--- config.mk ---
export PLATFORM = sky130hd
export DESIGN_NAME = s2d_wr_chan
export DESIGN_NICKNAME = d
export VERILOG_FILES = /design/src/rtl/s2d_pkg.sv /design/src/rtl/s2d_desc_fifo.sv /design/src/rtl/s2d_desc_check.sv /design/src/rtl/s2d_keep_count.sv /design/src/rtl/s2d_wr_chan.sv
export SDC_FILE = /design/constraint.sdc
export NUM_CORES = 1
export LEC_CHECK = 0
export ABC_AREA = 1
export ABC_CLOCK_PERIOD_IN_PS = 10260
export BUFFER_PORTS_ARGS = -buffer_cell sky130_fd_sc_hd__clkbuf_2
export CAP_MARGIN = 15
export CORE_MARGIN = 2
export CORE_UTILIZATION = 45
export CTS_CLUSTER_SIZE = 8
export DETAILED_ROUTE_END_ITERATION = 6
export GPL_TIMING_DRIVEN = 0
export PLACE_DENSITY = 0.62
export SETUP_SLACK_MARGIN = 0.05
export SYNTH_ARGS = -nofsm -noshare
export SYNTH_HDL_FRONTEND = slang
export SYNTH_SLANG_ARGS = --single-unit
export TNS_END_PERCENT = 100
--- constraint.sdc ---
create_clock -name clk_i -period 10.26 [get_ports clk_i]
set_input_delay 0 -clock clk_i [delete_from_list [all_inputs] [get_ports clk_i]]
set_output_delay 0 -clock clk_i [all_outputs]
set_load 0.05 [all_outputs]
--- src/rtl/s2d_pkg.sv ---
package s2d_pkg;
  typedef enum logic [1:0] {PH_DATA, PH_REC0, PH_REC1} phase_e;
  localparam logic [15:0] REC_MAGIC = 16'h52b4;
endpackage

--- src/rtl/s2d_desc_fifo.sv ---
module s2d_desc_fifo #(
  parameter int W     = 160,
  parameter int DEPTH = 4
) (
  input  logic         clk_i,
  input  logic         rst_ni,
  input  logic         push_i,
  input  logic [W-1:0] data_i,
  input  logic         pop_i,
  output logic [W-1:0] data_o,
  output logic         full_o,
  output logic         empty_o
);
  localparam int PW = (DEPTH > 1) ? $clog2(DEPTH) : 1;

  logic [W-1:0]  mem_q [DEPTH];
  logic [PW-1:0] wp_q, rp_q;
  logic [PW:0]   cnt_q;

  assign full_o  = (cnt_q == (PW+1)'(DEPTH));
  assign empty_o = (cnt_q == '0);
  assign data_o  = mem_q[rp_q];

  always_ff @(posedge clk_i or negedge rst_ni) begin
    if (!rst_ni) begin
      wp_q  <= '0;
      rp_q  <= '0;
      cnt_q <= '0;
    end else begin
      if (push_i) wp_q <= (wp_q == PW'(DEPTH-1)) ? '0 : wp_q + 1'b1;
      if (pop_i)  rp_q <= (rp_q == PW'(DEPTH-1)) ? '0 : rp_q + 1'b1;
      if (push_i && !pop_i)      cnt_q <= cnt_q + 1'b1;
      else if (pop_i && !push_i) cnt_q <= cnt_q - 1'b1;
    end
  end

  always_ff @(posedge clk_i) begin
    if (push_i) mem_q[wp_q] <= data_i;
  end
endmodule

--- src/rtl/s2d_desc_check.sv ---
module s2d_desc_check #(
  parameter int LW = 32
) (
  input  logic [LW-1:0] len_i,
  input  logic [11:0]   wb_lo_i,
  output logic          len_ok_o,
  output logic          wb_ok_o
);
  // 8-byte record must stay inside one 4 KB page
  assign len_ok_o = (len_i != '0) && (len_i[5:0] == 6'd0);
  assign wb_ok_o  = (wb_lo_i <= 12'hFF8);
endmodule

--- src/rtl/s2d_keep_count.sv ---
module s2d_keep_count #(
  parameter int DWB = 8,
  localparam int KW = $clog2(DWB) + 1
) (
  input  logic [DWB-1:0] keep_i,
  output logic [KW-1:0]  cnt_o
);
  always_comb begin
    cnt_o = '0;
    for (int i = 0; i < DWB; i++) cnt_o = cnt_o + KW'(keep_i[i]);
  end
endmodule

--- src/rtl/s2d_wr_chan.sv ---
module s2d_wr_chan #(
  parameter int AW     = 64,
  parameter int LW     = 32,
  parameter int DWB    = 8,
  parameter int QDEPTH = 4
) (
  input  logic             clk_i,
  input  logic             rst_ni,
  input  logic             enable_i,
  input  logic             desc_valid_i,
  output logic             desc_ready_o,
  input  logic [AW-1:0]    desc_dst_i,
  input  logic [LW-1:0]    desc_len_i,
  input  logic [AW-1:0]    desc_wb_i,
  input  logic             s_tvalid_i,
  output logic             s_tready_o,
  input  logic [8*DWB-1:0] s_tdata_i,
  input  logic [DWB-1:0]   s_tkeep_i,
  input  logic             s_tlast_i,
  output logic             wr_valid_o,
  input  logic             wr_ready_i,
  output logic [AW-1:0]    wr_addr_o,
  output logic [8*DWB-1:0] wr_data_o,
  output logic [DWB-1:0]   wr_strb_o,
  output logic             err_len_o,
  output logic             err_wb_o
);
  import s2d_pkg::*;

  localparam int DATA_W = 8 * DWB;
  localparam int KW     = $clog2(DWB) + 1;
  localparam int DESC_W = 2 * AW + LW;

  // descriptor intake
  logic len_ok, wb_ok, q_full, q_empty, q_push, q_pop;
  logic [DESC_W-1:0] q_head;
  logic [AW-1:0] cur_dst, cur_wb;
  logic [LW-1:0] cur_len;

  s2d_desc_check #(.LW(LW)) u_check (
    .len_i   (desc_len_i),
    .wb_lo_i (desc_wb_i[11:0]),
    .len_ok_o(len_ok),
    .wb_ok_o (wb_ok)
  );

  assign desc_ready_o = !q_full;
  assign q_push = desc_valid_i && desc_ready_o && len_ok && wb_ok;

  s2d_desc_fifo #(.W(DESC_W), .DEPTH(QDEPTH)) u_fifo (
    .clk_i  (clk_i),
    .rst_ni (rst_ni),
    .push_i (q_push),
    .data_i ({desc_wb_i, desc_len_i, desc_dst_i}),
    .pop_i  (q_pop),
    .data_o (q_head),
    .full_o (q_full),
    .empty_o(q_empty)
  );

  assign {cur_wb, cur_len, cur_dst} = q_head;

  // error flags, cleared on enable rising
  logic en_q, err_len_q, err_wb_q, halt;
  wire  desc_hs = desc_valid_i && desc_ready_o;
  wire  en_rise = enable_i && !en_q;

  always_ff @(posedge clk_i or negedge rst_ni) begin
    if (!rst_ni) begin
      en_q      <= 1'b0;
      err_len_q <= 1'b0;
      err_wb_q  <= 1'b0;
    end else begin
      en_q <= enable_i;
      if (desc_hs && !len_ok) err_len_q <= 1'b1;
      else if (en_rise)       err_len_q <= 1'b0;
      if (desc_hs && !wb_ok)  err_wb_q  <= 1'b1;
      else if (en_rise)       err_wb_q  <= 1'b0;
    end
  end

  assign halt      = err_len_q || err_wb_q;
  assign err_len_o = err_len_q;
  assign err_wb_o  = err_wb_q;

  // data path
  phase_e phase_q;
  logic [LW-1:0] cnt_q, rec_len_q, cnt_next, beat_bytes;
  logic rec_eop_q, rec0_q;
  logic [KW-1:0] keep_cnt;
  logic wr_valid_q;
  logic [AW-1:0] wr_addr_q;
  logic [DATA_W-1:0] wr_data_q;
  logic [DWB-1:0] wr_strb_q;
  logic out_free, beat, fill, close_buf;

  s2d_keep_count #(.DWB(DWB)) u_keep (
    .keep_i(s_tkeep_i),
    .cnt_o (keep_cnt)
  );

  assign out_free   = !wr_valid_q || wr_ready_i;
  assign s_tready_o = enable_i && !halt && !q_empty && (phase_q == PH_DATA) && out_free;
  assign beat       = s_tvalid_i && s_tready_o;
  assign beat_bytes = s_tlast_i ? LW'(keep_cnt) : LW'(DWB);
  assign cnt_next   = cnt_q + beat_bytes;
  assign fill       = (cnt_q + LW'(DWB)) >= cur_len;
  assign close_buf  = s_tlast_i || fill;
  assign q_pop      = (phase_q == PH_REC1) && out_free;

  always_ff @(posedge clk_i or negedge rst_ni) begin
    if (!rst_ni) begin
      phase_q    <= PH_DATA;
      cnt_q      <= '0;
      rec_len_q  <= '0;
      rec_eop_q  <= 1'b0;
      rec0_q     <= 1'b0;
      wr_valid_q <= 1'b0;
      wr_addr_q  <= '0;
      wr_data_q  <= '0;
      wr_strb_q  <= '0;
    end else if (beat) begin
      wr_valid_q <= 1'b1;
      wr_addr_q  <= cur_dst + AW'(cnt_q);
      wr_data_q  <= s_tdata_i;
      wr_strb_q  <= s_tlast_i ? s_tkeep_i : '1;
      rec0_q     <= 1'b0;
      if (close_buf) begin
        phase_q   <= PH_REC0;
        rec_len_q <= cnt_next;
        rec_eop_q <= s_tlast_i;
        cnt_q     <= '0;
      end else begin
        cnt_q <= cnt_next;
      end
    end else if (phase_q == PH_REC0 && out_free) begin
      wr_valid_q <= 1'b1;
      wr_addr_q  <= cur_wb;
      wr_data_q  <= DATA_W'({REC_MAGIC, 15'd0, rec_eop_q});
      wr_strb_q  <= DWB'(4'hF);
      rec0_q     <= 1'b1;
      phase_q    <= PH_REC1;
    end else if (phase_q == PH_REC1 && out_free) begin
      wr_valid_q <= 1'b1;
      wr_addr_q  <= cur_wb + AW'(4);
      wr_data_q  <= DATA_W'(rec_len_q);
      wr_strb_q  <= DWB'(4'hF);
      rec0_q     <= 1'b0;
      phase_q    <= PH_DATA;
    end else if (wr_ready_i) begin
      wr_valid_q <= 1'b0;
      rec0_q     <= 1'b0;
    end
  end

  assign wr_valid_o = wr_valid_q;
  assign wr_addr_o  = wr_addr_q;
  assign wr_data_o  = wr_data_q;
  assign wr_strb_o  = wr_strb_q;
endmodule

Word-level counts from Yosys, hierarchy flattened

Memory sizes are Yosys's and may differ from the RTL's.
Index checks and enable logic that the tools add are counted.

Memory bits (writable): 640
Bits in registers: 214
Logic and storage cells: 106
Input port bits: 239
Memories: 1

Memories:

| name         | words | bits a word | rd ports | clocked after Yosys merged registers in | wr ports | line                | source |
|---|---|---|---|---|---|---|---|
| u_fifo.mem_q | 4     | 160         | 1        | 0                                       | 1        | s2d_desc_fifo.sv:16 | `logic [W-1:0] mem_q [DEPTH];` |

Muxes and demuxes: 29
Equality and inequality tests: 6
Add/sub/neg operators: 15
Reductions and logical operators: 39
Magnitude comparators: 2

Operators with widths:

| cell                                                             | count |
|---|---|
| 64-bit two-way mux                                               | 6 |
| 64-bit by 3-bit adder with 64-bit output (second input constant) | 1 |
| 64-bit by 32-bit adder with 64-bit output                        | 1 |
| 32-bit by 4-bit adder with 32-bit output                         | 1 |
| 32-bit by 4-bit adder with 32-bit output (second input constant) | 1 |
| 32-bit >= comparator                                             | 1 |
| 32-bit two-way mux                                               | 1 |
| 8-bit two-way mux                                                | 4 |
| 32-bit nonzero test                                              | 1 |
| 4-bit by 1-bit adder with 4-bit output                           | 6 |
| 1-bit logical AND                                                | 16 |
| 12-bit <= comparator (second input constant)                     | 1 |
| 2-bit two-way mux                                                | 6 |
| 1-bit logical NOT                                                | 9 |
| 1-bit two-way mux                                                | 9 |
| 2-bit == test (second input constant)                            | 3 |
| 6-bit logical NOT                                                | 1 |
| 3-bit two-way mux                                                | 2 |
| 2-bit nonzero test                                               | 3 |
| 2-bit by 1-bit adder with 2-bit output (second input constant)   | 2 |
| 4-bit two-way mux                                                | 1 |
| 2-bit AND reduction                                              | 2 |
| 4-bit nonzero test                                               | 1 |
| 3-bit by 1-bit adder with 3-bit output (second input constant)   | 1 |
| 9 further kinds                                                  | 11 |

Longest topological paths before layout

Depth in word-level cells: 10
Depth in mapped cells: 30

Modules after synthesis

A second synthesis with hierarchy kept.

Cell total of the unflattened synthesis: 4679
Area total of the unflattened synthesis: 43048.8 µm²

By module, submodules not included:

| module         | times used | cells an instance | seq. area each (µm²) | area an instance (µm²) |
|---|---|---|---|---|
| s2d_desc_fifo  | 1          | 1919              | 19393.6              | 25813.5 |
| s2d_wr_chan    | 1          | 2693              | 5180.0               | 16877.4 |
| s2d_keep_count | 1          | 29                | 0.0                  | 201.4 |
| s2d_desc_check | 1          | 38                | 0.0                  | 156.4 |

Least setup slack after synthesis

No wires, ideal clock.

Kind: register -> register
Start: register u_fifo.cnt_q[0]
End: memory u_fifo.mem_q[0][0], enable pin
Library setup time: 683 ps
Arrival: 8216 ps
Required time: 9577 ps
Cell stages (with the launch flop): 7
Setup slack: 1361 ps
Cell sequence: dfrtp_1 inv_1 nand3_1 nand2_1 nor3_1 inv_1 nor2_1

Word-level cells in the longest chain between the ends: 7

Ends and longest elaborated chain:

| element                                 | line                | source |
|---|---|---|
| from (decl)                             | s2d_desc_fifo.sv:18 | `logic [PW:0] cnt_q;` |
| from (signal assigned)                  | s2d_desc_fifo.sv:32 | `if (push_i && !pop_i) cnt_q <= cnt_q + 1'b1;` |
| from (signal assigned)                  | s2d_desc_fifo.sv:33 | `else if (pop_i && !push_i) cnt_q <= cnt_q - 1'b1;` |
| 3-bit == test                           | s2d_desc_fifo.sv:20 | `assign full_o = (cnt_q == (PW+1)'(DEPTH));` |
| 1-bit logical NOT                       | s2d_wr_chan.sv:47   | `assign desc_ready_o = !q_full;` |
| via desc_ready_o                        | s2d_wr_chan.sv:11   | `output logic desc_ready_o,` |
| 1-bit logical AND (3 in series)         | s2d_wr_chan.sv:48   | `assign q_push = desc_valid_i && desc_ready_o && len_ok && wb_ok;` |
| via q_push                              | s2d_wr_chan.sv:35   | `logic len_ok, wb_ok, q_full, q_empty, q_push, q_pop;` |
| 1-bit two-way mux                       | s2d_desc_fifo.sv:38 | `if (push_i) mem_q[wp_q] <= data_i;` |
| 1-bit two-way mux (implied by the code) | s2d_desc_fifo.sv:38 |  |
| to (decl)                               | s2d_desc_fifo.sv:16 |  |

The timed path passes the listed nets, and every way through them passes these cells.

Worst setup path in the final report

Start: register u_fifo.rp_q[1]
End: register cnt_q[30]

Word-level cells in the longest chain between the ends: 4

Ends and longest elaborated chain:

| element                | line                | source |
|---|---|---|
| from (decl)            | s2d_desc_fifo.sv:17 | `logic [PW-1:0] wp_q, rp_q;` |
| from (signal assigned) | s2d_desc_fifo.sv:31 | `if (pop_i) rp_q <= (rp_q == PW'(DEPTH-1)) ? '0 : rp_q + 1'b1;` |
| memory 4 x 160 bit     | -                   |  |
| 32-bit >= comparator   | s2d_wr_chan.sv:107  | `assign fill = (cnt_q + LW'(DWB)) >= cur_len;` |
| 1-bit logical OR       | s2d_wr_chan.sv:108  | `assign close_buf = s_tlast_i \|\| fill;` |
| 32-bit two-way mux     | s2d_wr_chan.sv:128  | `if (close_buf) begin` |
| to (signal assigned)   | s2d_wr_chan.sv:134  | `cnt_q <= cnt_next;` |
| to (decl)              | s2d_wr_chan.sv:88   | `logic [LW-1:0] cnt_q, rec_len_q, cnt_next, beat_bytes;` |

No other way between the ends.
A chain may end at the register's enable or synchronous reset.

==> results.md <==
* GRT overflow at 0
* Vias in the first global route at 32836
* Starting Density at 45.3%
* DR iter-0 viols at 3934
* Distinct cells, synth at 51
* Worst Path Arrival at 7.15 ns
* Drt pass-1 iters at 5
* Post-Synthesis Cell Area at 0.0415 sq mm
* Sequential area share after synthesis at 59.3%
* Worst r2r path cells at 20
* Synth async-reset ratio at 25.1%
* Die width at 308 microns
* Slew margin rel. at 19.5%
* Fmax at 0.153 GHz
* CP max FO at 10
* Final Cycle Share at 63.8%
* Area contributors post-synth: edfxtp_1, dfrtp_1, nand2_1
* Slew Limit Fails at 0
* Final ANT Viol Nets at 0
* Largest net degree at the start of global routing at 109
* Startpoint types: register
* Via count at 35011
* # rows at 111
* Routed vias/inst at 5.46
* Yosys top cell by area: edfxtp_1
* Max IR drop VDD at 0.000200 V
* Total power at 15.6 mW
* Post-DP HPWL at 115000 microns
* Avg Cell Area, Syn at 9.49 sq um
* Synth Instances at 4368
* # setup viols final at 0
* Final Hold Viols at 0
* Die area at 0.0946 sq mm
* Worst hold path type: input port to register
* Worst R2R Setup Slack at 3.71 ns
* Yosys top cell area share at 46.4%
* Layout cells sized above 1 at 14.0%
* Status: finished, final reports clean
* DRC Markers at 0
* Core Footprint at 0.0915 sq mm
* Hold_buf cts at 239
* Initial antenna violation count at 7
* Worst EP required at 10.86 ns
* Routed len/inst at 23.6 microns
* Fill cells at 8024
* H-tree levels at 3
* Port-buffer cells at 379
* Finished Layout Cells at 6408
* Worst-Skew Late Latency at 0.74 ns
* Syn nets at 4693
* Util after Layout at 56.1%
* Multi-input gate area at 0.0146 sq mm
* Root buf cell: clkbuf_16
* Num CTS Buffers at 118
* P&R area growth vs syn at 23.9%
* Clk pin slew, worst setup/hold paths at 0.06 ns
* Floorplan die height at 308 microns
* Resized cells post-CTS at 0
* Routability Congestion at 0.983
* RSZ-0062 raised after global routing: no
* YS warnings at 0
* Post-synth EDFFs at 640
* CTS tree: built
* Slew @ Worst Pin at 1.21 ns
* Crit path capture type: register
* Hold wc startpoint: desc_wb_i[49]
* Largest buffer count on any clock path at 3
* Post-DP Area at 0.0456 sq mm
* Period minus WS final at 6.55 ns
* Global-route wire length before repair at 218000 microns
* Reg area at 0.0246 sq mm
* Worst r2r dst: cnt_q[30]
* Io pins at 380
* Worst R2R Start: u_fifo.rp_q[1]
* Main synth FF type: edfxtp_1
* Critical path class: register to register
* Post-CTS setup buffer count at 0
* Clock Sinks at 854
* Most frequent cells in the layout: nand2_1, edfxtp_1, nor2_1, clkbuf_2, nand3_1
* Worst Hold Depth at 2
* Total Wirelength at 151000 microns
* Yosys reg bits at 854
* Hold path endpoint: u_fifo.mem_q[2][145]
* Leakage Power at 21.6 nW
* Layout Nets at 5463
* Setup tns final at 0 ns
* Leading cell type in the layout, fill and taps excluded: nand2_1
* Max Cap Viol at 0
* Worst Skew at 0.0463 ns
* Cell area after layout at 0.0514 sq mm
* Pwr/cell area at 303 mW/mm^2
* GRT Util Overall at 31.6%
* Placed instance count at 5964
-- how the worst max path moves through the flow --
| stage | startpoint | cells past startpoint | endpoint | slack, ns |
|---|---|---|---|---|
| finish | u_fifo.rp_q[1] | 20 | cnt_q[30] | 3.71 |
| global placement | desc_wb_i[2] | 6 | u_fifo.mem_q[2][145] | -5.39 |
| CTS | u_fifo.rp_q[1] | 26 | wr_addr_o[36] | 3.81 |
| detailed placement | u_fifo.rp_q[1] | 26 | wr_addr_o[36] | 3.86 |
| floorplan | u_fifo.cnt_q[0] | 6 | u_fifo.mem_q[0][0] | 1.36 |
| global route | u_fifo.rp_q[1] | 20 | cnt_q[30] | 3.44 |
-- final cells by class --
cell class,instances,area share (%)
clock buffer,192,6.31
sequential,854,47.8
tap,1186,2.89
clock inverter,10,0.370
buffer,173,1.98
multi-input combinational,3010,28.5
timing repair buffer,650,9.69
inverter,331,2.43
antenna,2,0.00974
-- power by group --
| group | switching, mW | internal [mW] | total (mW) |
|---|---|---|---|
| clock | 1.48 | 2.16 | 3.65 |
| sequential | 0.379 | 4.12 | 4.50 |
| combinational | 5.49 | 1.94 | 7.43 |
-- flip-flops by register name, indices dropped and copies added (netlist names) --
name / flops
wr_data_o: 64
phase_q: 2
rec_len_q: 32
u_fifo.cnt_q: 3
cnt_q: 32
en_q: 1
rec_eop_q: 1
err_len_o: 1
u_fifo.mem_q: 640
u_fifo.rp_q: 2
u_fifo.wp_q: 2
wr_addr_o: 64
err_wb_o: 1
wr_valid_o: 1
wr_strb_o: 8
-- kinds of logic after synthesis --
family	count (synthesis)	share of synthesized area, %
fa+ha+maj	86	2.72
xor+xnor	73	1.54
compound gates	526	7.58
simple gates	2325	23.4
buf+inv	504	5.47
flops	854	59.3
-- cells in the mapped netlist (3+ instances only) --
library cell,instances
a21oi_1,123
a22o_1,34
a31oi_1,56
a32o_1,31
a32oi_1,4
and2_1,5
and3_1,4
buf_1,13
buf_2,40
buf_4,12
buf_6,28
buf_8,4
clkbuf_1,74
dfrtp_1,214
edfxtp_1,640
fa_1,7
ha_1,79
inv_1,309
inv_2,19
nand2_1,1359
nand2_2,23
nand3_1,367
nand3_2,6
nand3b_1,11
nand4_1,34
nor2_1,418
nor2_2,43
nor2_4,6
nor3_1,29
nor4_1,14
o211ai_1,9
o21ai_0,189
o21ai_1,19
o21bai_1,4
o221ai_1,7
o22ai_1,41
o32a_1,3
xnor2_1,8
xor2_1,65
-- per-stage QoR --
| step | setup slack [ns] | hold WS, ns |
|---|---|---|
| floorplan | 1.36 | -0.296 |
| global placement | -5.39 | 0.197 |
| detailed placement | 3.86 | -0.165 |
| CTS | 3.81 | 0.000222 |
| global route | 3.44 | 0.0424 |
| finish | 3.71 | 0.0407 |
-- worst max-delay path: stages, from the launching register on --
cell	delay, ns
dfrtp_1	0.56
inv_2	0.25
buf_4	0.24
buf_2	0.34
buf_2	0.42
clkbuf_1	0.77
clkbuf_1	0.54
a21oi_1	0.08
a32o_1	0.24
ha_1	0.29
nand2_1	0.06
inv_1	0.03
o21ai_0	0.13
nand2_1	0.07
nand2_1	0.06
o211ai_1	0.08
a21oi_1	0.31
nand4_1	0.48
nor2_1	0.71
inv_1	0.38
o22ai_1	0.29
-- layer usage --
metal,wire (microns),GRT usage [%],vias up
li1,-,-,16376
met1,67400,46.2,16778
met2,66500,48.3,1645
met3,13800,5.94,206
met4,3520,8.29,6
met5,38,0,-
No activity file was read; power rests on OpenSTA's default activity.
